**src/rtl/por_ovr_pkg.sv**
```systemverilog
package por_ovr_pkg;

  // Strobes from control to datapath
  typedef struct packed {
    logic timerRun;   // start-up counter advances, else clears
    logic phaseRun;   // pin phase counter advances, else clears
  } dpCmd_t;

  typedef enum logic [2:0] {
    ST_HUNT  = 3'd0,
    ST_HIGH1 = 3'd1,
    ST_LOW1  = 3'd2,
    ST_HIGH2 = 3'd3,
    ST_HOLD  = 3'd4
  } patState_t;

endpackage

```
**src/rtl/por_ovr_sync.sv**
```systemverilog
module por_ovr_sync #(
  parameter int WIDTH  = 2,
  parameter int STAGES = 2
) (
  input  logic             clk,
  input  logic             rstN,
  input  logic [WIDTH-1:0] din,
  input  logic [WIDTH-1:0] rstVal,
  output logic [WIDTH-1:0] dout
);

  logic [WIDTH-1:0] chain [STAGES];

  for (genvar s = 0; s < STAGES; s++) begin : g_stage
    always_ff @(posedge clk or negedge rstN) begin
      if (!rstN) begin
        chain[s] <= rstVal;
      end else if (s == 0) begin
        chain[s] <= din;
      end else begin
        chain[s] <= chain[(s == 0) ? 0 : s-1];
      end
    end
  end

  assign dout = chain[STAGES-1];

endmodule

```
**src/rtl/por_ovr_datapath.sv**
```systemverilog
module por_ovr_datapath
  import por_ovr_pkg::*;
#(
  parameter int PULSE_CYC   = 25,
  parameter int HOLD_CYC    = 100,
  parameter int PWRUP_CYC   = 400000,
  parameter int SYNC_STAGES = 2
) (
  input  logic   clk,
  input  logic   rstN,
  input  logic   serDataCe,
  input  logic   serClk,
  input  dpCmd_t cmd,
  output logic   ceLow,
  output logic   sclRise,
  output logic   sclFall,
  output logic   pulseLong,
  output logic   holdLong,
  output logic   timerDone
);

  localparam int PH_CAP = (HOLD_CYC > PULSE_CYC) ? HOLD_CYC : PULSE_CYC;
  localparam int PH_W   = $clog2(PH_CAP + 1);
  localparam int TM_W   = $clog2(PWRUP_CYC);

  logic [1:0]      pinSync;
  logic            sclDly;
  logic [PH_W-1:0] phaseCnt;
  logic [TM_W-1:0] timerCnt;

  por_ovr_sync #(.WIDTH(2), .STAGES(SYNC_STAGES)) u_sync (
    .clk    (clk),
    .rstN   (rstN),
    .din    ({serDataCe, serClk}),
    .rstVal (2'b10),
    .dout   (pinSync)
  );

  assign ceLow   = !pinSync[1];
  assign sclRise =  pinSync[0] && !sclDly;
  assign sclFall = !pinSync[0] &&  sclDly;

  // phaseCnt: cycles the synchronised clock pin has held its level
  always_ff @(posedge clk or negedge rstN) begin
    if (!rstN) begin
      sclDly   <= 1'b0;
      phaseCnt <= '0;
    end else begin
      sclDly <= pinSync[0];
      if (!cmd.phaseRun) begin
        phaseCnt <= '0;
      end else if (pinSync[0] != sclDly) begin
        phaseCnt <= PH_W'(1);
      end else if (phaseCnt < PH_W'(PH_CAP)) begin
        phaseCnt <= phaseCnt + 1'b1;
      end
    end
  end

  // at a falling edge phaseCnt still holds the finished high width
  assign pulseLong = phaseCnt >= PH_W'(PULSE_CYC);
  // in the hold, the current low cycle is the (phaseCnt+1)-th
  assign holdLong  = phaseCnt >= PH_W'(HOLD_CYC - 1);

  always_ff @(posedge clk or negedge rstN) begin
    if (!rstN) begin
      timerCnt <= '0;
    end else if (!cmd.timerRun) begin
      timerCnt <= '0;
    end else if (timerCnt < TM_W'(PWRUP_CYC - 1)) begin
      timerCnt <= timerCnt + 1'b1;
    end
  end

  assign timerDone = timerCnt == TM_W'(PWRUP_CYC - 1);

endmodule

```
**src/rtl/por_ovr_control.sv**
```systemverilog
module por_ovr_control
  import por_ovr_pkg::*;
(
  input  logic   clk,
  input  logic   rstN,
  input  logic   oscRun,
  input  logic   cfgWrEn,
  input  logic   cfgWrData,
  input  logic   ceLow,
  input  logic   sclRise,
  input  logic   sclFall,
  input  logic   pulseLong,
  input  logic   holdLong,
  input  logic   timerDone,
  output dpCmd_t cmd,
  output logic   released,
  output logic   overrideActive,
  output logic   overrideEnable
);

  patState_t state, stateNxt;
  logic      clrWrite;
  logic      enterNow;

  assign clrWrite = cfgWrEn && !cfgWrData;
  assign enterNow = ceLow && (state == ST_HOLD) && !sclRise && holdLong
                    && overrideEnable && !clrWrite;

  always_comb begin
    cmd.timerRun = oscRun && !released;
    cmd.phaseRun = ceLow;
  end

  always_comb begin
    stateNxt = state;
    if (!ceLow) begin
      stateNxt = ST_HUNT;
    end else begin
      unique case (state)
        ST_HUNT:  if (sclRise) stateNxt = ST_HIGH1;
        ST_HIGH1: if (sclFall) stateNxt = pulseLong ? ST_LOW1 : ST_HUNT;
        ST_LOW1:  if (sclRise) stateNxt = ST_HIGH2;
        ST_HIGH2: if (sclFall) stateNxt = pulseLong ? ST_HOLD : ST_HUNT;
        ST_HOLD: begin
          if (sclRise)       stateNxt = ST_HIGH2;
          else if (holdLong) stateNxt = ST_HUNT;
        end
        default: stateNxt = ST_HUNT;
      endcase
    end
  end

  always_ff @(posedge clk or negedge rstN) begin
    if (!rstN) begin
      state          <= ST_HUNT;
      overrideEnable <= 1'b1;
      overrideActive <= 1'b0;
      released       <= 1'b0;
    end else begin
      state <= stateNxt;
      if (cfgWrEn) overrideEnable <= cfgWrData;
      if (clrWrite)      overrideActive <= 1'b0;
      else if (enterNow) overrideActive <= 1'b1;
      if (enterNow || (timerDone && oscRun)) released <= 1'b1;
    end
  end

  AST_CLEAR_EXITS: assert property (@(posedge clk) disable iff (!rstN)
    clrWrite |=> !overrideActive && !overrideEnable);

  AST_ENTRY_NEEDS_ARM: assert property (@(posedge clk) disable iff (!rstN)
    $rose(overrideActive) |-> $past(overrideEnable));

  AST_ENTRY_AFTER_HOLD: assert property (@(posedge clk) disable iff (!rstN)
    $rose(overrideActive) |-> $past(holdLong && ceLow));

  AST_OVR_RELEASES: assert property (@(posedge clk) disable iff (!rstN)
    overrideActive |-> released);

  AST_RELEASE_STICKY: assert property (@(posedge clk) disable iff (!rstN)
    released |=> released);

  AST_RELEASE_CAUSE: assert property (@(posedge clk) disable iff (!rstN)
    $rose(released) |-> overrideActive || $past(oscRun && timerDone));

endmodule

```
**src/rtl/por_override_ctl.sv**
```systemverilog
module por_override_ctl
  import por_ovr_pkg::*;
#(
  parameter int REF_CLK_KHZ = 50000,
  parameter int PULSE_NS    = 500,
  parameter int HOLD_NS     = 2000,
  parameter int PWRUP_US    = 8000,
  parameter int SYNC_STAGES = 2
) (
  input  logic clk,
  input  logic powerGood,
  input  logic oscRun,
  input  logic serDataCe,
  input  logic serClk,
  input  logic cfgWrEn,
  input  logic cfgWrData,
  output logic rstOut,
  output logic overrideActive,
  output logic overrideEnable
);

  localparam longint PULSE_RAW = (longint'(PULSE_NS) * REF_CLK_KHZ + 999999) / 1000000;
  localparam longint HOLD_RAW  = (longint'(HOLD_NS)  * REF_CLK_KHZ + 999999) / 1000000;
  localparam longint PWRUP_RAW = (longint'(PWRUP_US) * REF_CLK_KHZ + 999) / 1000;
  localparam int PULSE_CYC = (PULSE_RAW < 1) ? 1 : int'(PULSE_RAW);
  localparam int HOLD_CYC  = (HOLD_RAW  < 2) ? 2 : int'(HOLD_RAW);
  localparam int PWRUP_CYC = (PWRUP_RAW < 2) ? 2 : int'(PWRUP_RAW);

  dpCmd_t cmd;
  logic   ceLow, sclRise, sclFall, pulseLong, holdLong, timerDone;
  logic   released;

  por_ovr_datapath #(
    .PULSE_CYC   (PULSE_CYC),
    .HOLD_CYC    (HOLD_CYC),
    .PWRUP_CYC   (PWRUP_CYC),
    .SYNC_STAGES (SYNC_STAGES)
  ) u_dp (
    .clk       (clk),
    .rstN      (powerGood),
    .serDataCe (serDataCe),
    .serClk    (serClk),
    .cmd       (cmd),
    .ceLow     (ceLow),
    .sclRise   (sclRise),
    .sclFall   (sclFall),
    .pulseLong (pulseLong),
    .holdLong  (holdLong),
    .timerDone (timerDone)
  );

  por_ovr_control u_ctl (
    .clk            (clk),
    .rstN           (powerGood),
    .oscRun         (oscRun),
    .cfgWrEn        (cfgWrEn),
    .cfgWrData      (cfgWrData),
    .ceLow          (ceLow),
    .sclRise        (sclRise),
    .sclFall        (sclFall),
    .pulseLong      (pulseLong),
    .holdLong       (holdLong),
    .timerDone      (timerDone),
    .cmd            (cmd),
    .released       (released),
    .overrideActive (overrideActive),
    .overrideEnable (overrideEnable)
  );

  assign rstOut = !released;

endmodule

```
**config.mk**
```make
export PLATFORM = sky130hd
export DESIGN_NAME = por_override_ctl
export DESIGN_NICKNAME = d
export VERILOG_FILES = /design/src/rtl/por_ovr_pkg.sv /design/src/rtl/por_ovr_sync.sv /design/src/rtl/por_ovr_datapath.sv /design/src/rtl/por_ovr_control.sv /design/src/rtl/por_override_ctl.sv
export SDC_FILE = /design/constraint.sdc
export NUM_CORES = 1
export LEC_CHECK = 0
export BUFFER_PORTS_ARGS = -buffer_cell sky130_fd_sc_hd__buf_2
export CAP_MARGIN = 15
export CELL_PAD_IN_SITES_DETAIL_PLACEMENT = 1
export CELL_PAD_IN_SITES_GLOBAL_PLACEMENT = 1
export CORE_ASPECT_RATIO = 1.25
export CORE_MARGIN = 8
export CORE_UTILIZATION = 45
export CTS_BUF_LIST = sky130_fd_sc_hd__clkbuf_8
export CTS_CLUSTER_DIAMETER = 120
export DETAILED_ROUTE_END_ITERATION = 7
export PLACE_DENSITY = 0.89
export SYNTH_ARGS = -nofsm -noshare
export SYNTH_HDL_FRONTEND = slang
export SYNTH_SLANG_ARGS = --single-unit
```
**constraint.sdc**
```tcl
create_clock -name clk -period 1.8 [get_ports clk]
set_input_delay 0.36 -clock clk [delete_from_list [all_inputs] [get_ports clk]]
set_output_delay 0.36 -clock clk [all_outputs]
set_load 0.005 [all_outputs]
```
* Word level (Yosys, flattened, before mapping) *
Index checks and enable logic that the tools add are counted.
Widths: inputs -> output; s select.

storage, ports and cells
  word-level logic and storage cells = 66
  flip-flop bits (word level) = 37
  input bits = 7
  output and inout port bits = 3

cells by class
  add/sub/neg operators = 2
  equality and inequality tests = 12
  reduce and logical (&&, ||, !) cells = 22
  mux-type cells = 17
  order comparisons = 4

operators by type and width
  kind                   count
  $mux 19                2
  $mux 3                 8
  $mux 7                 3
  $add 19x1->19 const B  1
  $eq 19x19->1 const B   1
  $lt 19x19->1 const B   1
  $pmux 3 s5             1
  $logic_and 1x1->1      10
  $add 7x1->7 const B    1
  $ge 7x5->1 const B     1
  $ge 7x7->1 const B     1
  $logic_not 1->1        7
  $lt 7x7->1 const B     1
  $eq 3x2->1 const B     2
  $ne 3x2->1 const B     2
  $ne 3x3->1 const B     2
  $reduce_and 5->1       1
  $ne 4x2->1 const B     1
  $eq 3x1->1 const B     1
  $eq 3x3->1 const B     1
  $logic_not 3->1        1
  $reduce_bool 3->1      1
  $mux 1                 2
  $mux 2                 1
  other kinds (4)        4

* Longest topological paths before layout *
Gate-level depths: netlist (run 1).

  depth after elaboration = 9
  gate-level depth with buffers = 8
  gate-level depth less buffers = 7

* Worst setup path before layout (run 1) *
OpenSTA, ideal clock, no wires.

  path kind = flip-flop to flip-flop
  start point = register u_dp.phaseCnt[0]
  end point = register u_ctl.state[1]
  period minus slack after synthesis = 1.975 ns
  path buffers = 0
  slack = -0.175 ns
  required time = 1.678 ns
  stages on the path, launching flop included = 7
  data arrival time = 1.853 ns
  setup time = 0.122 ns
  cell sequence = dfrtp_1 > ha_1 > or4_1 > a311o_1 > nand3b_2 > o22ai_1 > a32o_1

on the way
  longest elaborated chain between the ends = 5
  elaborated cells on any way between the ends = 8
  those cells by class = order compare: 2; eq/ne: 1; mux: 4; reduce/logical: 1

RTL lines
  what                      line                    text
  start: declaration        por_ovr_datapath.sv:28  logic [PH_W-1:0] phaseCnt;
  start signal: assignment  por_ovr_datapath.sv:55  phaseCnt <= phaseCnt + 1'b1;
  $ge 7x5->1                por_ovr_datapath.sv:61  assign pulseLong = phaseCnt >= PH_W'(PULSE_CYC);
  $mux 2                    por_ovr_control.sv:41   ST_HIGH1: if (sclFall) stateNxt = pulseLong ? ST_LOW1 : ST_HUNT;
  $mux 3                    por_ovr_control.sv:41
  $pmux 3 s5                por_ovr_control.sv:39   unique case (state)
  $mux 3                    por_ovr_control.sv:36   if (!ceLow) begin
  end signal: assignment    por_ovr_control.sv:60   state <= stateNxt;
  end: declaration          por_ovr_control.sv:21   patState_t state, stateNxt;

Several ways; a longest one is shown, not always the timed one. The select of a mux whose other input is x is not followed.
A chain may end at the register's enable or synchronous reset.

* Final worst setup path (run 1) *
  start point = register u_dp.timerCnt[15]
  end point = register u_dp.timerCnt[11]

on the way
  longest elaborated chain between the ends = 2

RTL lines
  what                      line                    text
  start: declaration        por_ovr_datapath.sv:29  logic [TM_W-1:0] timerCnt;
  start signal: assignment  por_ovr_datapath.sv:71  timerCnt <= timerCnt + 1'b1;
  $lt 19x19->1              por_ovr_datapath.sv:70  end else if (timerCnt < TM_W'(PWRUP_CYC - 1)) begin
  $ne 2x2->1 (no line)      n/a

No other way between the ends.

==> results.sh, run 1 <==
export IMPL_cts_tree="yes"
export IMPL_diodes=0
export IMPL_synth_ff_type="sky130_fd_sc_hd__dfrtp_1"
export IMPL_hpwlAfterDp_mm=3.62
export IMPL_routed_via_count=1695
export IMPL_globalRouteMet2Util_pct=29.5
export IMPL_critPathMaxStageDelay_ns=0.43
export IMPL_place_detailed_instances=280
export IMPL_power_frac_clock_pct=39.4
export IMPL_critPathSlowestCell="sky130_fd_sc_hd__dfrtp_1"
export IMPL_post_route_drc_count=0
export IMPL_grt_ovfl_total=0
export IMPL_groute_layer_met1_usage_pct=16.8
export IMPL_critical_path_endpoint_type="flop"
export IMPL_pwr_share_seq_pct=55.3
export IMPL_grt_pass1_vias=1790
export IMPL_layout_cell_area_non_filler_mm2=0.00255
export IMPL_setup_violations=8
export IMPL_final_core_utilization_pct=59.5
export IMPL_max_cap_viol_count=0
export IMPL_critPathBufInv=1
export IMPL_core_area_mm2=0.00429
export IMPL_cts_clk_slew_worst_paths_ns=0.07
export IMPL_busiest_layer="met2"
export IMPL_route_detailed_vias_per_inst=5.69
export IMPL_critPathLaunchType="flop"
export IMPL_crit_arrival_ns=2.08
export IMPL_fin_cells=298
export IMPL_detail_route_antenna_nets=0
export IMPL_clk_path_buf_depth=2
export IMPL_worstSkewPairLatency_ns=0.30
export IMPL_static_leakage_power_nw=1.14
export IMPL_edff_count_synth=0
export IMPL_critical_path_cell_chain="nor4_4, and4bb_4, buf_6, and4bb_2, xnor2_1, nor2_1"
export IMPL_fmaxAchievable_mhz=531
export IMPL_violations="setup timing"
export IMPL_number_of_i_o_port_buffers=9
export IMPL_slew_headroom_pct=68.3
export IMPL_synth_cell_area_mm2=0.00197
export IMPL_post_synth_num_cell_types=52
export IMPL_initial_antenna_violation_count=0
export IMPL_drtIter0Drc=72
export IMPL_grt_setup_unrepaired="true"
export IMPL_report_final_hold_viol_count=0
export IMPL_timing_final_max_slew_violations=0
export IMPL_peak_supply_drop_v=0.000533
export IMPL_synth_net_count=209
export IMPL_dieArea_mm2=0.00676
export IMPL_global_route_usage_met3_pct=3.89
export IMPL_worst_setup_path_category="flop to flop"
export IMPL_worst_path_max_fanout=6
export IMPL_die_width_um=75.1
export IMPL_layout_worst_path_cycle_share_pct=105
export IMPL_hold_path_class="input port to asynchronous set/reset pin"
export IMPL_p_comb_share_pct=5.4
export IMPL_htree_num_levels=2
export IMPL_worst_path_dominant_cell_family="simple AND/OR/NAND/NOR gates"
export IMPL_post_dp_cell_area_mm2=0.00223
export IMPL_grt_first_pass_wirelength_mm=8.45
export IMPL_root_buffer="sky130_fd_sc_hd__clkbuf_8"
export IMPL_area_growth_synth_to_final_pct=29.8
export IMPL_cts_hold_fix_buffers=0
export IMPL_ys_seq_area_share_pct=47.3
export IMPL_internal_power_mw=1.18
export IMPL_grt_start_max_net_pins=38
export IMPL_synth_ff_latch_count=37
export IMPL_synth_cells=197
export IMPL_critical_path_required_ns=1.99
export IMPL_1st_pass_router_iterations=4
export IMPL_drt_wirelength_per_cell_um=19.3
export IMPL_start_util_pct=45.8
export IMPL_power_share_switching_pct=23.9
export IMPL_fp_dieH_um=89.9
export IMPL_switchingPower_uw=372
export IMPL_grtUsageTotal_pct=16.0
export IMPL_wl_mm=5.76
export IMPL_cts_made_buffers=5
export IMPL_synth_avg_cell_area_um2=9.98
export IMPL_gp_congestion=0.806
export IMPL_finalCriticalPeriod_ns=1.88
export IMPL_layout_drive_gt1_share_pct=32.9
export IMPL_asyncSetResetFlopFracSynth_pct=100
export IMPL_yosys_warnings=0
export IMPL_top_level_ports=10
export IMPL_postLayoutSetupSlackWorst_ns=-0.0832
export IMPL_total_power_mw=1.56
export IMPL_skew_ns=0.00989
export IMPL_worst_slew_pin_slew_ns=0.475
export IMPL_numClockSinks=37
export IMPL_rows=27
export IMPL_nNetsFinal=251
export IMPL_run_status="complete, but fails checks"
export IMPL_cellPowerDensity_mw_per_mm2=609
==> cell type report <==
class | count | area (µm²)
clock inverter | 2 | 7.51
sequential | 37 | 930
fill | 485 | 1740
tap | 58 | 72.6
inverter | 6 | 22.5
timing repair buffer | 39 | 305
clock buffer | 6 | 82.6
multi-input combinational | 150 | 1130
==> synthesized netlist by cell type (all sizes together) (3+ instances only) <==
cell type	number	share of area (%)
dfrtp	34	43
nor2	27	5.3
nand2	21	4.0
nand3	10	2.5
xnor2	9	4.0
a21oi	8	2.2
inv	6	1.1
a211oi	5	1.9
and3	5	1.7
ha	5	3.2
xor2	5	2.2
a31oi	4	1.6
buf	4	1.2
nand2b	4	1.3
nand4	4	1.3
dfstp	3	4.0
mux2i	3	1.5
nand3b	3	1.3
nor2b	3	0.95
nor3	3	0.76
or2	3	0.95
==> state kept, by name (all words and copies together) (netlist names) <==
register and cells:
u_dp.timerCnt 19, u_dp.u_sync.chain 2, u_ctl.released 1, u_ctl.overrideEnable 1, u_dp.u_sync.dout 2, u_ctl.overrideActive 1, u_dp.phaseCnt 7, u_dp.sclDly 1
u_ctl.state 3
==> stage by stage <==
step	TNS, ns	setup WS [ns]	hold slack (ns)
finish	-0.408	-0.0832	0.100
global route	-1.33	-0.173	0.132
CTS	-0.0478	-0.0455	0.119
detailed placement	-0.880	-0.200	0.346
global placement	-0.121	-0.0466	0.339
floorplan	-0.0534	-0.0534	0.0644
==> routing by layer <==
metal,vias up,wire (µm)
li1,784,-
met2,24,3170
met3,11,170
met5,-,0
met1,876,2320
met4,0,100
==> logic make-up after synthesis <==
kind of cell    count (synthesis)  synth area share (%)
xor+xnor                       14                  6.23
flops                          37                  47.3
mux                             4                  2.10
simple gates                   95                  25.8
compound gates                 31                  12.9
fa+ha+maj                       5                  3.18
buf+inv                        11                  2.54
==> power by group through the flow <==
| stage | Clock [mW] | Sequential [mW] | Combinational [mW] |
|---|---|---|---|
| after detailed placement | 0 | 0.875 | 0.0794 |
| after CTS | 0.619 | 0.859 | 0.0792 |
| after global placement | 0 | 0.874 | 0.0724 |
| final | 0.612 | 0.859 | 0.0836 |
| after global routing | 0.646 | 0.861 | 0.0950 |
| after floorplan | 0 | 0.876 | 0.0291 |
==> what timing repair did <==
action                     in CTS  in global routing
setup endpoints to repair      11                 16
gates resized for setup         9                 18
cloned                          0                  1
buffers inserted                2                  7
pin swaps                       5                 13
hold endpoints to repair        0                  0
==> final timing paths <==
check / from / end / slack (ns) / cells past startpoint
worst max-delay path: u_dp.timerCnt[15] / u_dp.timerCnt[11] / -0.08 / 6
worst min-delay path: powerGood / u_ctl.state[1] / 0.10 / 2
worst max register to register: u_dp.timerCnt[15] / u_dp.timerCnt[11] / -0.08 / 6
worst min register to register: u_dp.u_sync.chain[2] / u_dp.u_sync.dout[0] / 0.36 / 0
max in group asynchronous: powerGood / u_dp.u_sync.chain[3] / 1.35 / 2
min in group clk: serDataCe / u_dp.u_sync.chain[3] / 0.15 / 1
==> layout by cell type, fill, tap and decap left out, drive strengths merged, types with 2 or more instances in the layout <==
master,netlist,final
xor2,5,5
inv,6,8
a31o,2,2
nand3,10,10
dfrtp,34,34
xnor2,9,9
clkbuf,1,6
nor2b,3,3
nand4,4,4
ha,5,5
buf,4,39
mux2i,3,3
and4bb,2,2
nand2,21,21
nand2b,4,4
nor2,27,27
nor4,2,2
a21oi,8,9
nor3,3,3
a211oi,5,5
or2,3,3
a41o,2,2
nand3b,3,3
dfstp,3,3
and3,5,5
and2,2,2
a31oi,4,4
(Power assumes the default switching activity.)
==> run 2, diff against run 1 <==
CORE_UTILIZATION = 53   (was 45)
PLACE_DENSITY = 0.95   (was 0.89)
clock period = 2.4 ns   (was 1.8 ns; I/O delays follow)
==> run 2 against run 1 <==
Net effect: the run now ends clean; worst setup slack improved by 0.33 ns; sequential cell count unchanged; fmax fell by 13%; critical path type unchanged; largest cell class unchanged.
==> results.sh, run 2 (synthesized netlist as in run 1, its figures left out) <==
export IMPL_totalNegativeSetupSlack_ns=0
export IMPL_layout_worst_path_cycle_share_pct=89.9
export IMPL_post_dp_cell_area_mm2=0.00203
export IMPL_nNetsFinal=220
export IMPL_routed_via_count=1499
export IMPL_initial_antenna_violation_count=0
export IMPL_worst_setup_path_category="flop to flop"
export IMPL_grt_first_pass_wirelength_mm=7.42
export IMPL_fmaxAchievable_mhz=464
export IMPL_number_of_flip_flops_under_the_largest_register_name=19
export IMPL_cts_made_buffers=5
export IMPL_critical_path_endpoint_type="flop"
export IMPL_worst_path_max_fanout=7
export IMPL_final_hold_worst_slack_ns=0.271
export IMPL_fp_dieH_um=84.1
export IMPL_grtUsageTotal_pct=15.2
export IMPL_numClockSinks=37
export IMPL_critical_path_cell_chain="inv_1, ha_1, or4_1, a311o_1, nand3b_2, o22ai_1, a32o_1"
export IMPL_rows=24
export IMPL_static_leakage_power_nw=0.919
export IMPL_run_status="complete, no violations"
export IMPL_cellPowerDensity_mw_per_mm2=530
export IMPL_peak_supply_drop_v=0.000384
export IMPL_grt_ovfl_total=0
export IMPL_hold_path_class="input port to asynchronous set/reset pin"
export IMPL_1st_pass_router_iterations=4
export IMPL_skew_ns=0.00944
export IMPL_cts_clk_slew_worst_paths_ns=0.07
export IMPL_area_growth_synth_to_final_pct=7.95
export IMPL_largest_register="u_dp.timerCnt"
export IMPL_critPathSlowestCell="sky130_fd_sc_hd__or4_1"
export IMPL_timing_final_max_slew_violations=0
export IMPL_layout_commonest_cell="sky130_fd_sc_hd__dfrtp_1"
export IMPL_clk_path_buf_depth=2
export IMPL_drt_wirelength_per_cell_um=17.4
export IMPL_die_width_um=70.5
export IMPL_gp_congestion=0.847
export IMPL_drtIter0Drc=53
export IMPL_detail_route_antenna_nets=0
export IMPL_layout_cell_area_non_filler_mm2=0.00212
export IMPL_post_cts_resized_instances=0
export IMPL_top_level_ports=10
export IMPL_r2r_slack_ns=0.24
export IMPL_setup_violations=0
export IMPL_root_buffer="sky130_fd_sc_hd__clkbuf_8"
export IMPL_worst_slew_pin_slew_ns=0.797
export IMPL_total_power_mw=1.13
export IMPL_htree_num_levels=2
export IMPL_dieArea_mm2=0.00593
export IMPL_cts_hold_fix_buffers=0
export IMPL_nFillCells=392
export IMPL_number_of_i_o_port_buffers=9
export IMPL_core_area_mm2=0.00351
export IMPL_reg_largest_list="u_dp.timerCnt x19, u_dp.phaseCnt x7, u_ctl.state x3"
export IMPL_wl_mm=4.33
export IMPL_max_cap_viol_count=0
export IMPL_finalCriticalPeriod_ns=2.16
export IMPL_grt_start_max_net_pins=38
export IMPL_worstSkewPairLatency_ns=0.29
export IMPL_critPathLaunchType="flop"
export IMPL_report_final_hold_viol_count=0
export IMPL_layout_drive_gt1_share_pct=17.7
export IMPL_post_cts_repair_setup_buffers=0
export IMPL_grt_pass1_vias=1617
export IMPL_slew_headroom_pct=46.9
export IMPL_critPathMaxStageDelay_ns=0.50
export IMPL_start_util_pct=56.0
export IMPL_diodes=0
export IMPL_route_detailed_vias_per_inst=6.04
export IMPL_grt_setup_unrepaired="false"
export IMPL_hpwlAfterDp_mm=3.18
export IMPL_cts_tree="yes"
export IMPL_final_cell_mix="sky130_fd_sc_hd__dfrtp_1 (34), sky130_fd_sc_hd__nor2_1 (26), sky130_fd_sc_hd__nand2_1 (21), sky130_fd_sc_hd__nand3_1 (10)"
export IMPL_post_route_drc_count=0
export IMPL_critical_path_required_ns=2.58
export IMPL_crit_arrival_ns=2.33
-- run 2: cell types whose count changed in the layout (fill, tap and decap cells not counted), sizes merged --
cell	previous run	this run
buf	39	9
a21oi	9	8
-- run 2: path summary, 6_finish.rpt --
check | from | to | depth (start not counted)
worst max-delay path | u_dp.phaseCnt[1] | u_ctl.state[1] | 7
worst min-delay path | powerGood | u_ctl.state[2] | 1
worst max register to register | u_dp.phaseCnt[1] | u_ctl.state[1] | 7
worst min register to register | u_dp.u_sync.chain[2] | u_dp.u_sync.dout[0] | 0
max in group asynchronous | powerGood | u_dp.timerCnt[3] | 1
min in group clk | serDataCe | u_dp.u_sync.chain[3] | 1
-- run 2: per-layer routing --
metal  up-vias  global-route usage [%]  wire length [µm]
li1        720                       -                 -
met1       752                    15.6              1700
met2        18                    28.4              2410
met3         9                    4.17               134
met4         0                    5.31                85
met5         -                       0                 0
-- run 2: cell type report --
type	instances	area [µm²]	area share [%]
flip-flops and latches	37	930	43.8
well taps	39	48.8	2.30
clock inverters	2	7.51	0.354
clock buffers	6	82.6	3.89
repair buffers	9	45.0	2.12
inverters	6	22.5	1.06
multi-input cells	149	987	46.5
-- run 2: critical path, delay by kind of cell, from the launching register on --
| family | cells | cell delay, ns |
|---|---|---|
| simple gates | 2 | 0.59 |
| buf+inv | 1 | 0.08 |
| flops | 1 | 0.44 |
| compound gates | 3 | 0.76 |
| fa+ha+maj | 1 | 0.18 |
-- run 2: per-stage QoR --
step,utilization (%),worst slack (ns),std cells
4_1_cts,60.4,0.244,248
6_report,60.4,0.243,248
2_1_floorplan,-,0.425,197
5_1_grt,60.4,0.157,248
3_3_place_gp,57.9,0.380,240
3_5_place_dp,57.9,0.262,240
-- run 2: power by group --
group          internal (mW)  total [mW]  leakage, nW  switching [mW]
Clock                  0.225       0.431       0.0538           0.206
Sequential             0.636       0.647        0.492          0.0114
Combinational         0.0175      0.0465        0.374          0.0290
==> run 3, diff against run 2 <==
RECOVER_POWER = 50   (was not set)
==> run 3 against run 2 <==
Net effect: the run now ends with capacitance limit, slew limit left; via count barely moved; die area did not move; sequential share of layout area barely moved; non-clock buffer count did not move; combinational power barely moved; worst setup slack barely moved; global-route usage did not move; utilization barely moved; critical path type unchanged; critical path depth did not move.
==> results.sh, run 3 (synthesized netlist as in run 1, its figures left out) <==
export IMPL_die_width_um=70.5
export IMPL_drt_wirelength_per_cell_um=17.4
export IMPL_layout_cell_area_non_filler_mm2=0.00212
export IMPL_grt_pass1_vias=1617
export IMPL_layout_commonest_cell="sky130_fd_sc_hd__dfrtp_1"
export IMPL_number_of_i_o_port_buffers=9
export IMPL_worst_setup_path_category="flop to flop"
export IMPL_totalNegativeSetupSlack_ns=0
export IMPL_critPathLaunchType="flop"
export IMPL_grt_ovfl_total=0
export IMPL_numClockSinks=37
export IMPL_fmaxAchievable_mhz=463
export IMPL_p_comb_share_pct=4.1
export IMPL_static_leakage_power_nw=0.916
export IMPL_post_cts_resized_instances=0
export IMPL_critPathSlowestCell="sky130_fd_sc_hd__or4_1"
export IMPL_critical_path_endpoint_type="flop"
export IMPL_violations="capacitance limit, slew limit"
export IMPL_drtIter0Drc=53
export IMPL_clk_path_buf_depth=2
export IMPL_crit_arrival_ns=2.33
export IMPL_layout_drive_gt1_share_pct=16.7
export IMPL_hold_path_class="input port to flop"
export IMPL_routed_via_count=1498
export IMPL_route_detailed_vias_per_inst=6.04
export IMPL_power_frac_clock_pct=38.4
export IMPL_post_cts_repair_setup_buffers=0
export IMPL_post_route_drc_count=0
export IMPL_setup_violations=0
export IMPL_detail_route_antenna_nets=0
export IMPL_run_status="complete, but fails checks"
export IMPL_area_growth_synth_to_final_pct=7.89
export IMPL_rows=24
export IMPL_worstSkewPairLatency_ns=0.29
export IMPL_critical_path_required_ns=2.58
export IMPL_postLayoutSetupSlackWorst_ns=0.242
export IMPL_largest_register="u_dp.timerCnt"
export IMPL_worst_path_max_fanout=7
export IMPL_slew_headroom_pct=-27.4
export IMPL_pwr_share_seq_pct=57.5
export IMPL_cts_tree="yes"
export IMPL_final_cell_mix="sky130_fd_sc_hd__dfrtp_1 (34), sky130_fd_sc_hd__nor2_1 (26), sky130_fd_sc_hd__nand2_1 (21), sky130_fd_sc_hd__nand3_1 (10), sky130_fd_sc_hd__xnor2_1 (9)"
export IMPL_worst_r2r_path_depth=7
export IMPL_skew_ns=0.00940
export IMPL_grt_first_pass_wirelength_mm=7.42
export IMPL_critical_path_cell_chain="inv_1, ha_1, or4_1, a311o_1, nand3b_2, o22ai_1, a32o_1"
export IMPL_fin_cells=248
export IMPL_min_delay_path_depth=1
export IMPL_nNetsFinal=220
export IMPL_finalCriticalPeriod_ns=2.16
export IMPL_final_core_utilization_pct=60.4
export IMPL_post_dp_cell_area_mm2=0.00203
export IMPL_peak_supply_drop_v=0.000384
export IMPL_final_hold_worst_slack_ns=0.294
export IMPL_place_detailed_instances=240
export IMPL_grt_start_max_net_pins=38
export IMPL_timing_final_max_slew_violations=38
export IMPL_cellPowerDensity_mw_per_mm2=530
export IMPL_core_area_mm2=0.00351
export IMPL_cts_clk_slew_worst_paths_ns=0.07
export IMPL_total_power_mw=1.12
export IMPL_worst_slew_pin_slew_ns=1.91
export IMPL_1st_pass_router_iterations=4
export IMPL_reg_largest_list="u_dp.timerCnt x19, u_dp.phaseCnt x7, u_ctl.state x3"
export IMPL_start_util_pct=56.0
export IMPL_switchingPower_uw=246
export IMPL_report_final_hold_viol_count=0
export IMPL_max_cap_viol_count=1
export IMPL_cts_hold_fix_buffers=0
export IMPL_grtUsageTotal_pct=15.2
export IMPL_htree_num_levels=2
export IMPL_place_worst_setup_slack_ns=0.262
export IMPL_dieArea_mm2=0.00593
export IMPL_grt_setup_unrepaired="false"
export IMPL_initial_antenna_violation_count=0
export IMPL_diodes=0
export IMPL_wl_mm=4.32
export IMPL_fp_dieH_um=84.1
export IMPL_hpwlAfterDp_mm=3.18
export IMPL_power_share_switching_pct=21.9
export IMPL_number_of_flip_flops_under_the_largest_register_name=19
export IMPL_top_level_ports=10
export IMPL_cts_made_buffers=5
export IMPL_gp_congestion=0.847
export IMPL_layout_worst_path_cycle_share_pct=89.9
export IMPL_internal_power_uw=878
export IMPL_root_buffer="sky130_fd_sc_hd__clkbuf_8"
export IMPL_critPathMaxStageDelay_ns=0.50
## run 3: area by class of cell
type	count	area (µm²)
clock inverters	2	7.51
flip-flops and latches	37	930
well taps	39	48.8
repair buffers	9	43.8
inverters	6	22.5
multi-input cells	149	987
clock buffers	6	82.6
fillers	391	1390
## run 3: final timing paths
path | slack [ns] | startpoint | endpoint
worst min register to register | 0.35 | u_dp.u_sync.chain[2] | u_dp.u_sync.dout[0]
worst max register to register | 0.24 | u_dp.phaseCnt[1] | u_ctl.state[1]
worst max-delay path | 0.24 | u_dp.phaseCnt[1] | u_ctl.state[1]
max in group asynchronous | 0.58 | powerGood | u_dp.timerCnt[3]
min in group asynchronous | 0.71 | powerGood | u_ctl.state[1]
worst min-delay path | 0.29 | serDataCe | u_dp.u_sync.chain[3]
## run 3: worst max-delay path: cells and delay by family, from the launching register on
family	cells	cell delay [ns]
AO/OA/AOI/OAI	3	0.76
adder cells (fa/ha/maj)	1	0.18
buffers and inverters	1	0.08
flip-flops	1	0.44
AND/OR/NAND/NOR	2	0.59
## run 3: power groups by stage
stage          sequential, mW  combinational, mW  clock, mW
6_report                0.647             0.0462      0.431
3_3_place_gp            0.657             0.0440          0
3_5_place_dp            0.660             0.0477          0
2_1_floorplan           0.657             0.0217          0
5_1_grt                 0.648             0.0533      0.466
4_1_cts                 0.648             0.0481      0.444
## run 3: routing by layer
layer  vias to the layer above  global-route usage [%]  wire length, µm
li1                        720                       -                -
met1                       751                    15.6             1700
met2                        18                    28.4             2410
met3                         9                    4.17              133
met4                         0                    5.31               85
met5                         -                       0                0
